### src/rtl/ltp_pkg.sv
package ltp_pkg;
  localparam int unsigned RATE_W   = 32;
  localparam int unsigned SRC_BIT  = 8;
  localparam int unsigned STEP_BIT = 9;
  localparam logic [RATE_W-1:0] UNITY = {1'b1, {(RATE_W-1){1'b0}}};

  typedef struct packed {
    logic step2;
    logic alt_src;
  } ltp_mode_t;

  // Rates above unity are treated as unity.
  function automatic logic [RATE_W-1:0] clamp_rate(input logic [RATE_W-1:0] p);
    return (p > UNITY) ? UNITY : p;
  endfunction

  // Widened sum of residue and rate; never overflows RATE_W+1 bits.
  function automatic logic [RATE_W:0] acc_sum(input logic [RATE_W-1:0] a,
                                               input logic [RATE_W-1:0] p);
    return {1'b0, a} + {1'b0, p};
  endfunction
endpackage

### src/rtl/ltp_regs.sv
module ltp_regs
  import ltp_pkg::*;
(
  input  logic              clk,
  input  logic              rst_n,
  input  logic              wr_i,
  input  logic              sel_i,
  input  logic [RATE_W-1:0] wdata_i,
  output ltp_mode_t         mode_o,
  output logic [RATE_W-1:0] rate_o
);
  ltp_mode_t         mode_q;
  logic [RATE_W-1:0] rate_q;
  logic              mode_we, rate_we;

  assign mode_we = wr_i & ~sel_i;
  assign rate_we = wr_i &  sel_i;

  always_ff @(posedge clk) begin
    if (!rst_n) begin
      mode_q <= '0;
      rate_q <= '0;
    end else begin
      if (mode_we) begin
        mode_q.alt_src <= wdata_i[SRC_BIT];
        mode_q.step2   <= wdata_i[STEP_BIT];
      end
      if (rate_we) rate_q <= wdata_i;
    end
  end

  assign mode_o = mode_q;
  assign rate_o = rate_q;

  // without a write strobe the settings hold
  assert_hold_R9: assert property (@(posedge clk) disable iff (!rst_n)
    !wr_i |=> ($stable(rate_q) && $stable(mode_q)));
  // a rate write is visible on the following cycle
  assert_rate_load_R9: assert property (@(posedge clk) disable iff (!rst_n)
    rate_we |=> (rate_q == $past(wdata_i)));
endmodule

### src/rtl/ltp_src_mux.sv
module ltp_src_mux (
  input  logic clk,
  input  logic rst_n,
  input  logic ref_tick_i,
  input  logic alt_tick_i,
  input  logic alt_sel_i,
  output logic tick_o
);
  assign tick_o = alt_sel_i ? alt_tick_i : ref_tick_i;

  // the unselected strobe alone never produces a tick
  assert_ignore_alt_R2: assert property (@(posedge clk) disable iff (!rst_n)
    (!alt_sel_i && !ref_tick_i) |-> !tick_o);
  assert_ignore_ref_R2: assert property (@(posedge clk) disable iff (!rst_n)
    (alt_sel_i && !alt_tick_i) |-> !tick_o);
endmodule

### src/rtl/ltp_frac_acc.sv
module ltp_frac_acc
  import ltp_pkg::*;
(
  input  logic              clk,
  input  logic              rst_n,
  input  logic              in_tick_i,
  input  logic [RATE_W-1:0] rate_i,
  output logic              out_tick_o
);
  logic [RATE_W-1:0] acc_q, acc_d, rate_eff;
  logic [RATE_W:0]   sum, diff;
  logic              carry;

  assign rate_eff = clamp_rate(rate_i);
  assign sum      = acc_sum(acc_q, rate_eff);
  assign carry    = (sum >= {1'b0, UNITY});
  assign diff     = sum - {1'b0, UNITY};

  always_comb begin
    acc_d = acc_q;
    if (in_tick_i) acc_d = carry ? diff[RATE_W-1:0] : sum[RATE_W-1:0];
  end

  assign out_tick_o = in_tick_i & carry;

  always_ff @(posedge clk) begin
    if (!rst_n) acc_q <= '0;
    else        acc_q <= acc_d;
  end

  // residue stays below one whole tick
  assert_residue_R5: assert property (@(posedge clk) disable iff (!rst_n)
    acc_q < UNITY);
  // a zero rate never produces a tick
  assert_stop_R6: assert property (@(posedge clk) disable iff (!rst_n)
    (rate_i == '0) |-> !out_tick_o);
  // unity or larger passes every input tick
  assert_unity_R7: assert property (@(posedge clk) disable iff (!rst_n)
    (in_tick_i && rate_i >= UNITY) |-> out_tick_o);
  // idle input keeps the residue
  assert_idle_R5: assert property (@(posedge clk) disable iff (!rst_n)
    !in_tick_i |=> $stable(acc_q));
endmodule

### src/rtl/ltp_counter.sv
module ltp_counter #(
  parameter int unsigned CNT_W = 64
) (
  input  logic             clk,
  input  logic             rst_n,
  input  logic             adv_i,
  input  logic             step2_i,
  output logic [CNT_W-1:0] count_o
);
  localparam logic [CNT_W-1:0] STEP_ONE = CNT_W'(1);
  localparam logic [CNT_W-1:0] STEP_TWO = CNT_W'(2);

  logic [CNT_W-1:0] count_q;

  always_ff @(posedge clk) begin
    if (!rst_n)     count_q <= '0;
    else if (adv_i) count_q <= count_q + (step2_i ? STEP_TWO : STEP_ONE);
  end

  assign count_o = count_q;

  // no advance strobe, no change
  assert_hold_R10: assert property (@(posedge clk) disable iff (!rst_n)
    !adv_i |=> $stable(count_q));
  // single step moves by one (modulo width, R8)
  assert_step1_R3: assert property (@(posedge clk) disable iff (!rst_n)
    (adv_i && !step2_i) |=> (count_q - $past(count_q) == STEP_ONE));
  assert_step2_R3: assert property (@(posedge clk) disable iff (!rst_n)
    (adv_i && step2_i) |=> (count_q - $past(count_q) == STEP_TWO));
endmodule

### src/rtl/ltmr_prescale_top.sv
module ltmr_prescale_top
  import ltp_pkg::*;
#(
  parameter int unsigned CNT_W = 64
) (
  input  logic             clk,
  input  logic             rst_n,
  input  logic             ref_tick_i,
  input  logic             alt_tick_i,
  input  logic             reg_wr_i,
  input  logic             reg_sel_i,
  input  logic [31:0]      reg_wdata_i,
  output logic             cnt_tick_o,
  output logic [CNT_W-1:0] count_o
);
  ltp_mode_t         mode;
  logic [RATE_W-1:0] rate;
  logic              sel_tick;
  logic              adv;

  ltp_regs u_regs (
    .clk(clk), .rst_n(rst_n), .wr_i(reg_wr_i), .sel_i(reg_sel_i),
    .wdata_i(reg_wdata_i), .mode_o(mode), .rate_o(rate)
  );

  ltp_src_mux u_mux (
    .clk(clk), .rst_n(rst_n), .ref_tick_i(ref_tick_i), .alt_tick_i(alt_tick_i),
    .alt_sel_i(mode.alt_src), .tick_o(sel_tick)
  );

  ltp_frac_acc u_acc (
    .clk(clk), .rst_n(rst_n), .in_tick_i(sel_tick), .rate_i(rate),
    .out_tick_o(adv)
  );

  ltp_counter #(.CNT_W(CNT_W)) u_cnt (
    .clk(clk), .rst_n(rst_n), .adv_i(adv), .step2_i(mode.step2),
    .count_o(count_o)
  );

  assign cnt_tick_o = adv;

  // an output tick needs a selected input tick
  assert_tick_src_R10: assert property (@(posedge clk) disable iff (!rst_n)
    cnt_tick_o |-> sel_tick);
endmodule

### config.mk
export PLATFORM = sky130hd
export DESIGN_NAME = ltmr_prescale_top
export DESIGN_NICKNAME = d
export VERILOG_FILES = /design/src/rtl/ltp_pkg.sv /design/src/rtl/ltp_regs.sv /design/src/rtl/ltp_src_mux.sv /design/src/rtl/ltp_frac_acc.sv /design/src/rtl/ltp_counter.sv /design/src/rtl/ltmr_prescale_top.sv
export SDC_FILE = /design/constraint.sdc
export NUM_CORES = 1
export LEC_CHECK = 0
export ABC_AREA = 1
export BUFFER_PORTS_ARGS = -buffer_cell sky130_fd_sc_hd__buf_4
export CAP_MARGIN = 20
export CORE_ASPECT_RATIO = 0.9
export CORE_MARGIN = 8
export CORE_UTILIZATION = 60
export DETAILED_ROUTE_END_ITERATION = 8
export PLACE_DENSITY = 0.8
export SYNTH_ARGS = -nofsm -noshare
export SYNTH_HDL_FRONTEND = slang
export SYNTH_HIERARCHICAL = 1
export SYNTH_SLANG_ARGS = --single-unit
### constraint.sdc
create_clock -name clk -period 8.5 [get_ports clk]
set_input_delay 0.425 -clock clk [delete_from_list [all_inputs] [get_ports clk]]
set_output_delay 0.425 -clock clk [all_outputs]
set_load 0.005 [all_outputs]
Word-level counts from Yosys, hierarchy flattened
Cells that the tools add are included.
{"block": "op_classes", "n_addsub": 3, "n_lt_le_gt_ge": 2, "mux": 4, "bitwise": 4}
{"op": "adder 64 bit", "count": 1}
{"op": "2-to-1 mux 32 bit", "count": 2}
{"op": "adder 32 x 32 -> 33 bit", "count": 1}
{"op": "greater-or-equal comparator 33 x 32 -> 1 bit (second input constant)", "count": 1}
{"op": "> comparator 32 bit (second input constant)", "count": 1}
{"op": "subtractor 32 bit (second input constant)", "count": 1}
{"op": "bitwise AND 1 bit", "count": 3}
{"op": "2-to-1 mux 2 bit", "count": 1}
{"op": "2-to-1 mux 1 bit", "count": 1}
{"op": "inverter 1 bit", "count": 1}
{"block": "word_totals", "reg_bits": 130, "in_bits": 38, "out_inout_bits": 65, "elab_cells": 18}

Logic depth before layout (Yosys ltp)
Gate-level depths: netlist of the first run.
{"block": "logic_depth", "depth_word": 5, "depth_mapped": 29, "ltp_nobuf": 27}

Modules after synthesis
The synthesis of the first run kept the hierarchy.
{"mod": "ltp_counter", "instances": 1, "cells_per_inst": 653, "area_each_um2": 3931.3, "seq_area_each_um2": 1281.2}
{"mod": "ltp_frac_acc", "instances": 1, "cells_per_inst": 644, "area_each_um2": 3579.7, "seq_area_each_um2": 640.6}
{"mod": "ltp_regs", "instances": 1, "cells_per_inst": 158, "area_each_um2": 1277.5, "seq_area_each_um2": 680.7}
{"mod": "ltp_src_mux", "instances": 1, "cells_per_inst": 4, "area_each_um2": 15.0, "seq_area_each_um2": 0.0}

Worst setup path after synthesis of the first run
No wires, ideal clock.
{"block": "synth_path", "kind": "flip-flop to flip-flop", "startpoint": "register u_regs.rate_q[26] (netlist: u_regs/rate_o[26])", "endpoint": "register u_cnt.count_q[56] (netlist: u_cnt/count_o[56])", "setup_time_ns": 0.115, "arrival_time_ns": 3.280, "required_ns": 8.385, "path_slack_ns": 5.105, "stages_incl_launch_ff": 28, "path_buffers": 2, "synth_period_minus_slack_ns": 3.395, "path_cell_list": "dfxtp_1 nor4_1 nand4_1 o21a_1 clkbuf_1 nor2_1 ha_1 nand2_1 inv_1 a21oi_1 nand2_2 nand2_1 nand2_2 nand2_2 nand2_1 nand2_1 nand2_2 nand3_1 nand2_1 inv_1 buf_4 inv_2 nor3_2 nand3_1 nor2_4 nand3_1 nand2_1 nor2_1"}
{"block": "synth_between", "elab_chain_len": 5}
{"element": "from (decl)", "line": "ltp_regs.sv:13", "source": "logic [RATE_W-1:0] rate_q;"}
{"element": "from (signal assigned)", "line": "ltp_regs.sv:28", "source": "if (rate_we) rate_q <= wdata_i;"}
{"element": "> comparator 32 bit", "line": "ltp_pkg.sv:14", "source": "return (p > UNITY) ? UNITY : p;"}
{"element": "2-to-1 mux 32 bit (*)", "line": "ltp_pkg.sv:14"}
{"element": "adder 32 x 32 -> 33 bit (*)", "line": "ltp_pkg.sv:20", "source": "return {1'b0, a} + {1'b0, p};"}
{"element": "greater-or-equal comparator 33 x 32 -> 1 bit (*)", "line": "ltp_frac_acc.sv:16", "source": "assign carry = (sum >= {1'b0, UNITY});"}
{"element": "bitwise AND 1 bit (*)", "line": "ltp_frac_acc.sv:24", "source": "assign out_tick_o = in_tick_i & carry;"}
{"element": "named net cnt_tick_o", "line": "ltmr_prescale_top.sv:13", "source": "output logic cnt_tick_o,"}
{"element": "to (signal assigned)", "line": "ltp_counter.sv:17", "source": "else if (adv_i) count_q <= count_q + (step2_i ? STEP_TWO : STEP_ONE);"}
{"element": "to (decl)", "line": "ltp_counter.sv:13", "source": "logic [CNT_W-1:0] count_q;"}
The timed path passes the listed nets; every way through them passes the cells marked *.
A chain may end at the register's enable or synchronous reset.

Final worst setup path of the first run
{"block": "layout_path", "startpoint": "register u_regs.rate_q[26] (netlist: u_regs/rate_o[26])", "endpoint": "register u_cnt.count_q[56] (netlist: u_cnt/count_o[56])"}
{"block": "layout_between", "elab_chain_len": 5}
{"element": "> comparator 32 bit", "line": "ltp_pkg.sv:14"}
{"element": "2-to-1 mux 32 bit (*)", "line": "ltp_pkg.sv:14"}
{"element": "adder 32 x 32 -> 33 bit (*)", "line": "ltp_pkg.sv:20"}
{"element": "greater-or-equal comparator 33 x 32 -> 1 bit (*)", "line": "ltp_frac_acc.sv:16"}
{"element": "bitwise AND 1 bit (*)", "line": "ltp_frac_acc.sv:24"}
Mark *: on every way between the ends. The rest lies on a longest branch, timed or not.

==> impl_metrics.yaml, run 1 <==
clocking:
  cts_setup_buffers: 0
  cts_sinks: 130
  cts_buffer_depth: 2
  cts_root_buf: "clkbuf_16"
  htree_levels: 4
  clk-insertion-delay-late_ns: 0.42
  cts_resized: 0
  clkTransAtPathRegs_ns: 0.05
  cts_hold_buf: 0
  cts_tree: "done"
  cts_made_buffers: 17
worst_hold_path:
  min_to: "u_regs/rate_o[23]"
  hold_path_depth: 3
  hold_path_startpoint: "reg_wdata_i[23]"
  min_path_type: "in2reg"
pwr:
  powerDensity_mw_per_mm2: 157
  finalPower_mw: 1.60
  pwr-share-comb: 0.154
  p_switching_mw: 0.437
  leakage_nw: 4.66
  swShare: 0.273
  p_clk_frac: 0.435
  peakVddDrop_mv: 0.175
  internal_power_mw: 1.17
  p_seq_frac: 0.412
grt:
  grt_pass1_wl_mm: 42.1
  antenna_found_initial: 0
  grt_overflow_total: 0
  grt_pass1_vias: 8504
  grt_usage: 0.282
  grt_max_degree: 90
route:
  avgViaCountPerCell: 5.47
  wl_mm: 26.4
  drt_iter0_drc: 1112
  ant_nets: 0
  avgRoutedWirePerCell_um: 15.0
  drt_pre_antenna_iters: 6
  vias: 9612
  drc_errors: 0
cells_and_area:
  fin_area_mm2: 0.0102
  num_antenna_cells: 0
  syn_to_final_growth_pct: 16.2
  finalNonFillerCells: 1757
  final_layout_size_suffix_gt1_frac: 0.118
  fin_util: 0.705
  nNetsFinal: 1621
critical_path:
  cp.required_ns: 8.81
  timing.rr.start: "u_regs/rate_o[26]"
  startpoint_type: "register"
  arrival_ns: 5.36
  r2r_cells: 26
  cpPeakStageDelay_ns: 0.76
  path_class: "reg2reg"
  rrSetupSlack_ns: 3.44
  crit_top_cell: "nand2_1"
  reg2reg_to: "u_cnt/count_o[56]"
  worstSetupEndpointType: "register"
  cp_slowest_cell: "inv_1"
  cp_max_fo: 31
timing:
  fmax_mhz: 198
  tns_ns: 0
  final_hold_viol_count: 0
  max_slew_margin: 0.315
  holdWs_ns: 0.261
  min_period_over_period: 0.595
  drv_slew: 0
  rsz0062_at_grt: "no"
  fin_skew_ns: 0.00973
  setup_viol: 0
  fin_crit_ns: 5.06
  setup_slack_ns: 3.44
  worst_pin_slew_ns: 1.03
placement:
  dp.cells: 1725
  gp_congestion: 1.02
  io_buffers: 102
  post-place-ws_ns: 3.62
  placed_cell_area_mm2: 0.00964
  dp_hpwl_mm: 19.7
die:
  dieHeight_um: 131
  ioPinCount: 103
  dieArea_mm2: 0.0188
  die_w_um: 144
  rows: 42
  start_util: 0.607
  core_mm2: 0.0145
yosys:
  synth_cell_type_count: 45
  synth_seq_cells: 130
  synth_top_area_cell: "dfxtp_1"
  netlist_instances: 1459
  avgSynthCellArea_um2: 6.03
  ys_top_cells_by_area: "dfxtp_1 (30%), nor2_1 (14%), nand2_1 (14%)"
  synth_nets: 1533
  ys_warn_count: 6
  yosysSeqAreaShare: 0.296
  synth_top_area_share: 0.296
  synth.cell_area_mm2: 0.00880
flow_run:
  maxCapViolCount: 0
outcome:
  status: "finished, final reports clean"
[per-layer routing]
layer	global-route usage	routed length (um)	vias to the layer above
met3	0.0687	2910	32
met4	0.0716	391	0
met1	0.403	12200	4338
met5	0	0	-
li1	-	-	4763
met2	0.414	10900	479
[cells by family (layout without fill, tap and decap cells)]
kind of cell | after synthesis | count (layout) | share of synthesized area
simple gates | 850 | 850 | 0.411
buf+inv | 229 | 329 | 0.104
xor+xnor | 18 | 18 | 0.0179
compound gates | 196 | 196 | 0.119
fa+ha+maj | 36 | 36 | 0.0529
flops | 130 | 130 | 0.296
[Yosys cell counts (all sizes together)]
cell and n:
and3 1, xor2 15, dfxtp 130, a21o 4, buf 24, nand2 353
o211ai 1, o21a 1, nand3b 6, fa 2, nand3 82, inv 192
o21ai 83, a21oi 92, or2 2, nor4 7, clkinv 1, ha 34
a31oi 1, clkbuf 12, xnor2 3, o221ai 1, a211oi 1, nor3 17
nor2 359, o21bai 12, nand2b 1, and2 4, nand4 16, nor3b 2
[worst max-delay path: cells and delay by family, from the launching register on]
kind | cells | cell delay, ns
AND/OR/NAND/NOR | 19 | 2.53
buffers and inverters | 4 | 1.36
AO/OA/AOI/OAI | 2 | 0.40
flip-flops | 1 | 0.34
adder cells (fa/ha/maj) | 1 | 0.30
[final cells by class]
| class | count | area (um^2) |
|---|---|---|
| fill | 1334 | 4280 |
| multi-input combinational | 1100 | 5280 |
| inverter | 193 | 726 |
| clock buffer | 27 | 513 |
| clock inverter | 4 | 47.5 |
| tap | 198 | 248 |
| sequential | 130 | 2600 |
| timing repair buffer | 105 | 808 |
[placed cells by master, fill, tap and decap left out, types with 2 or more instances in the layout]
cell type and n:
nor2_1 340, nand2_1 337, inv_1 186, dfxtp_1 130, buf_4 104, a21oi_1 89
nand3_1 79, o21ai_0 71, ha_1 34, clkbuf_16 17, nand4_1 16, xor2_1 15
nor3_1 13, nand2_2 13, o21bai_1 12, o21ai_1 12, nor2_2 10, nor2_4 9
nor4_1 7, inv_2 6, nand3b_1 6, clkbuf_8 5, clkbuf_1 5, a21o_1 4
and2_1 4, clkinv_2 3, nand3_2 3, nor3_2 3, a21oi_2 3, xnor2_1 3
nand2_4 3, or2_1 2, fa_1 2
[flip-flops by register name, indices dropped and copies added (netlist names)]
register and flops:
u_cnt/count_o 64, u_acc/acc_q 32, u_regs/rate_o 32, u_regs/mode_o 2
[power groups by stage]
stage                     combinational [mW]  sequential (mW)  clock [mW]
after floorplan                        0.182            0.665           0
after global placement                 0.234            0.672           0
after detailed placement               0.239            0.672           0
after CTS                              0.242            0.660       0.703
after global routing                   0.280            0.664       0.733
final                                  0.247            0.660       0.697
[worst max-delay path by stage]
stage / startpoint / to / slack (ns) / cells after the start
final: u_regs/rate_o[26] / u_cnt/count_o[56] / 3.44 / 26
after global routing: u_regs/rate_o[26] / u_cnt/count_o[56] / 3.07 / 26
after CTS: u_regs/rate_o[26] / u_cnt/count_o[56] / 3.60 / 24
after detailed placement: u_regs/rate_o[26] / u_cnt/count_o[52] / 3.62 / 24
after global placement: u_regs/rate_o[26] / u_cnt/count_o[52] / 3.76 / 24
after floorplan: u_regs/rate_o[26] / u_cnt/count_o[56] / 5.11 / 27
Power figures use the tool's default switching activity.
==> inputs of run 2 (changes only) <==
- clock period: 8.5 -> 5.1 ns (I/O delays scaled with it)
==> impl_metrics.yaml, run 2 (synthesized netlist as in run 1, its figures left out) <==
outcome:
  status: "finished, final reports clean"
clocking:
  htree_levels: 4
  cts_made_buffers: 17
  cts_root_buf: "clkbuf_16"
  clk-insertion-delay-late_ns: 0.42
  cts_hold_buf: 0
  cts_setup_buffers: 0
  cts_sinks: 130
  cts_resized: 0
  cts_tree: "done"
  cts_buffer_depth: 2
  clkTransAtPathRegs_ns: 0.06
critical_path:
  path_class: "reg2reg"
  cp.required_ns: 5.42
  worstSetupEndpointType: "register"
  reg2reg_to: "u_cnt/count_o[56]"
  cp-startpoint: "u_regs/rate_o[22]"
  cpPeakStageDelay_ns: 0.45
  crit_top_cell: "nand2_1"
  startpoint_type: "register"
  timing.rr.start: "u_regs/rate_o[22]"
  cp_slowest_cell: "nor4_1"
  cp_max_fo: 21
  rrSetupSlack_ns: 0.58
  arrival_ns: 4.84
  r2r_cells: 26
die:
  start_util: 0.607
  die_w_um: 144
  dieArea_mm2: 0.0188
  ioPinCount: 103
  core_mm2: 0.0145
  rows: 42
  dieHeight_um: 131
placement:
  dp_hpwl_mm: 20.5
  dp.cells: 1727
  gp_congestion: 0.981
  io_buffers: 102
pwr:
  peakVddDrop_mv: 0.269
  powerDensity_mw_per_mm2: 283
  leakage_nw: 4.70
timing:
  min_period_over_period: 0.886
  tns_ns: 0
  drv_slew: 0
  fin_crit_ns: 4.52
  fmax_mhz: 221
  rsz0062_at_grt: "no"
  worst_pin_slew_ns: 1.08
  max_slew_margin: 0.278
  fin_skew_ns: 0.00701
  setup_viol: 0
  final_hold_viol_count: 0
cells_and_area:
  fill_cells: 1314
  final_common_cell: "nor2_1"
  seqCellArea_mm2: 0.00260
  final_layout_size_suffix_gt1_frac: 0.120
  syn_to_final_growth_pct: 17.4
  final_cell_mix: "nor2_1 (340), nand2_1 (337), inv_1 (186)"
  multiInputGateArea_mm2: 0.00528
  num_antenna_cells: 0
  nNetsFinal: 1622
  finalNonFillerCells: 1759
  largest_reg_flops: 64
grt:
  grt_max_degree: 90
  grt_overflow_total: 0
  antenna_found_initial: 0
  grt_usage: 0.290
  grt_pass1_wl_mm: 42.9
  grt_pass1_vias: 8502
route:
  drt_iter0_drc: 1080
  avgViaCountPerCell: 5.47
  wl_met3_mm: 2.67
  top_layer: "met4"
  wl_mm: 27.1
  vias: 9627
  met1_length_mm: 12.9
  drt_pre_antenna_iters: 7
  wl_met2_mm: 11.1
  ant_nets: 0
  drc_errors: 0
  avgRoutedWirePerCell_um: 15.4
worst_hold_path:
  min_path_type: "in2reg"
  min_to: "u_regs/rate_o[24]"
  hold_path_depth: 3
  hold_path_startpoint: "reg_wdata_i[24]"
flow_run:
  maxCapViolCount: 0
run 2: cell count changes in the layout (fill, tap and decap cells not counted):
cell and delta:
clkbuf_8 -2, clkbuf_1 -2, clkinvlp_4 +1, bufinv_16 +5
clkinv_2 -1, buf_4 +2, buf_16 -1
run 2: area by class of cell:
type / instances / share of cell area
Timing Repair Buffer: 106 / 0.0770
Inverter: 193 / 0.0702
Clock inverter: 9 / 0.0194
Multi-Input combinational cell: 1100 / 0.511
Clock buffer: 23 / 0.0463
Sequential cell: 130 / 0.252
Tap cell: 198 / 0.0240
run 2: metrics by stage:
stage	setup slack (ns)	instance area (um^2)	power [mW]	hold WS, ns	utilization
2_1_floorplan	1.71	8800	1.41	0.387	-
6_report	0.580	10300	2.93	0.0816	0.712
3_5_place_dp	0.734	9660	1.52	0.481	0.666
4_1_cts	0.717	10300	2.94	0.0610	0.712
3_3_place_gp	0.804	9660	1.51	0.471	0.666
5_1_grt	0.325	10300	3.05	0.0836	0.712
run 2: metal layers:
| layer | up-vias | track usage |
|---|---|---|
| met5 | - | 0 |
| met3 | 30 | 0.0719 |
| met2 | 433 | 0.416 |
| li1 | 4786 | - |
| met4 | 0 | 0.0815 |
| met1 | 4378 | 0.420 |
run 2: critical path: cells and delay by family (launching register included):
family          cells  cell delay [ns]
simple gates       20             2.46
fa+ha+maj           1             0.31
flops               1             0.32
buf+inv             3             0.80
compound gates      2             0.53
run 2: power by group:
group | switching, mW | leakage, nW | internal (mW)
registers | 0.0354 | 1.06 | 1.06
clock network | 0.459 | 0.324 | 0.955
logic | 0.264 | 3.32 | 0.149
total | 0.759 | 4.70 | 2.17
run 2: how the worst max path moves through the flow:
| stage | cells after the start | endpoint | slack, ns |
|---|---|---|---|
| finish | 26 | u_cnt/count_o[56] | 0.58 |
| global route | 26 | u_cnt/count_o[56] | 0.33 |
| CTS | 26 | u_cnt/count_o[52] | 0.72 |
| detailed placement | 26 | u_cnt/count_o[52] | 0.73 |
| global placement | 26 | u_cnt/count_o[52] | 0.80 |
| floorplan | 27 | u_cnt/count_o[56] | 1.71 |
==> inputs of run 3 (changes only) <==
- clock period: 5.1 -> 5.4 ns (I/O delays scaled with it)
==> impl_metrics.yaml, run 3 (synthesized netlist as in run 1, its figures left out) <==
outcome:
  status: "finished, final reports clean"
critical_path:
  rrSetupSlack_ns: 0.84
  cp_max_fo: 26
  cp.required_ns: 5.72
  arrival_ns: 4.88
  startpoint_type: "register"
  cp-startpoint: "u_regs/rate_o[22]"
  timing.rr.start: "u_regs/rate_o[22]"
  worstSetupEndpointType: "register"
  path_class: "reg2reg"
grt:
  grt_overflow_total: 0
  grt_pass1_vias: 8486
  grt_pass1_wl_mm: 42.5
  grt_usage: 0.287
  antenna_found_initial: 0
  grt_max_degree: 90
placement:
  gp_congestion: 0.963
  dp_hpwl_mm: 20.1
  placed_cell_area_mm2: 0.00964
  io_buffers: 102
clocking:
  cts_resized: 0
  cts_root_buf: "clkbuf_16"
  cts_setup_buffers: 0
  clk-insertion-delay-late_ns: 0.43
  cts_tree: "done"
  cts_hold_buf: 0
  cts_buffer_depth: 2
  htree_levels: 4
  cts_made_buffers: 17
  clkTransAtPathRegs_ns: 0.06
  cts_sinks: 130
worst_hold_path:
  hold_path_startpoint: "reg_wdata_i[27]"
  min_path_type: "in2reg"
cells_and_area:
  multiInputGateArea_mm2: 0.00528
  fin_util: 0.713
  nNetsFinal: 1622
  largest_reg_flops: 64
  fill_cells: 1324
  seqCellArea_mm2: 0.00260
  syn_to_final_growth_pct: 17.5
  final_common_cell: "nor2_1"
  final_cell_mix: "nor2_1 (340), nand2_1 (337), inv_1 (186)"
  num_antenna_cells: 0
  final_layout_size_suffix_gt1_frac: 0.122
  fin_area_mm2: 0.0103
pwr:
  leakage_nw: 4.71
  powerDensity_mw_per_mm2: 264
  peakVddDrop_mv: 0.282
timing:
  rsz0062_at_grt: "no"
  fmax_mhz: 219
  min_period_over_period: 0.844
  max_slew_margin: 0.270
  tns_ns: 0
  worst_pin_slew_ns: 1.09
  fin_crit_ns: 4.56
  final_hold_viol_count: 0
  drv_slew: 0
  fin_skew_ns: 0.00997
  setup_viol: 0
flow_run:
  maxCapViolCount: 0
route:
  wl_mm: 27.0
  avgRoutedWirePerCell_um: 15.3
  vias: 9493
  drt_iter0_drc: 1065
  drt_pre_antenna_iters: 5
  ant_nets: 0
  drc_errors: 0
  avgViaCountPerCell: 5.40
die:
  die_w_um: 144
  dieHeight_um: 131
  dieArea_mm2: 0.0188
  rows: 42
  ioPinCount: 103
  core_mm2: 0.0145
  start_util: 0.607
run 3: power by group:
group / internal (mW) / switching [mW] / leakage, nW
combinational: 0.145 / 0.251 / 3.33
clock: 0.831 / 0.461 / 0.313
sequential: 1.00 / 0.0339 / 1.06
run 3: worst paths after layout:
path / end / cells after the start
worst max register to register: u_cnt/count_o[43] / 23
worst min register to register: u_acc/acc_q[31] / 2
worst min-delay path: u_regs/rate_o[27] / 3
worst max-delay path: u_cnt/count_o[43] / 23
run 3: cell type report:
type                       instances  area share
sequential                       130       0.252
multi-input combinational       1100       0.511
clock inverter                    13      0.0200
inverter                         193      0.0702
clock buffer                      19      0.0428
tap                              198      0.0239
timing repair buffer             106      0.0808
run 3: per-layer routing:
metal / vias up / global-route usage / part of all wire / wire length (um)
met4: 0 / 0.0926 / 0.016 / 431
met2: 394 / 0.412 / 0.41 / 11000
met3: 34 / 0.0701 / 0.092 / 2490
met1: 4274 / 0.410 / 0.48 / 13000
met5: - / 0 / 0 / 0
li1: 4791 / - / - / -
run 3: stage by stage:
stage          power, mW  instances  hold WS (ns)  setup WS, ns
4_1_cts             2.72       1757        0.0802         0.590
3_5_place_dp        1.43       1725         0.477         0.608
6_report            2.73       1759        0.0979         0.843
2_1_floorplan       1.33       1459         0.402          2.01
3_3_place_gp        1.43       1725         0.473         0.680
5_1_grt             2.83       1759         0.110         0.429
run 3: worst max-delay path, cell delays in order, from the launching register on:
cell     delay, ns
dfxtp_1       0.34
nor4_1        0.53
nand4_1       0.19
o21a_1        0.39
buf_16        0.24
nor2_1        0.12
ha_1          0.30
a21oi_1       0.24
nand2_1       0.13
a21oi_1       0.18
nand2_2       0.13
nand2_2       0.08
nand2_1       0.04
nand2_1       0.07
nand2_2       0.06
nand3_1       0.07
nand2_1       0.06
inv_1         0.12
buf_4         0.35
nand3_1       0.12
nor2_1        0.32
nand3_1       0.15
o21ai_0       0.17
nor2_1        0.06
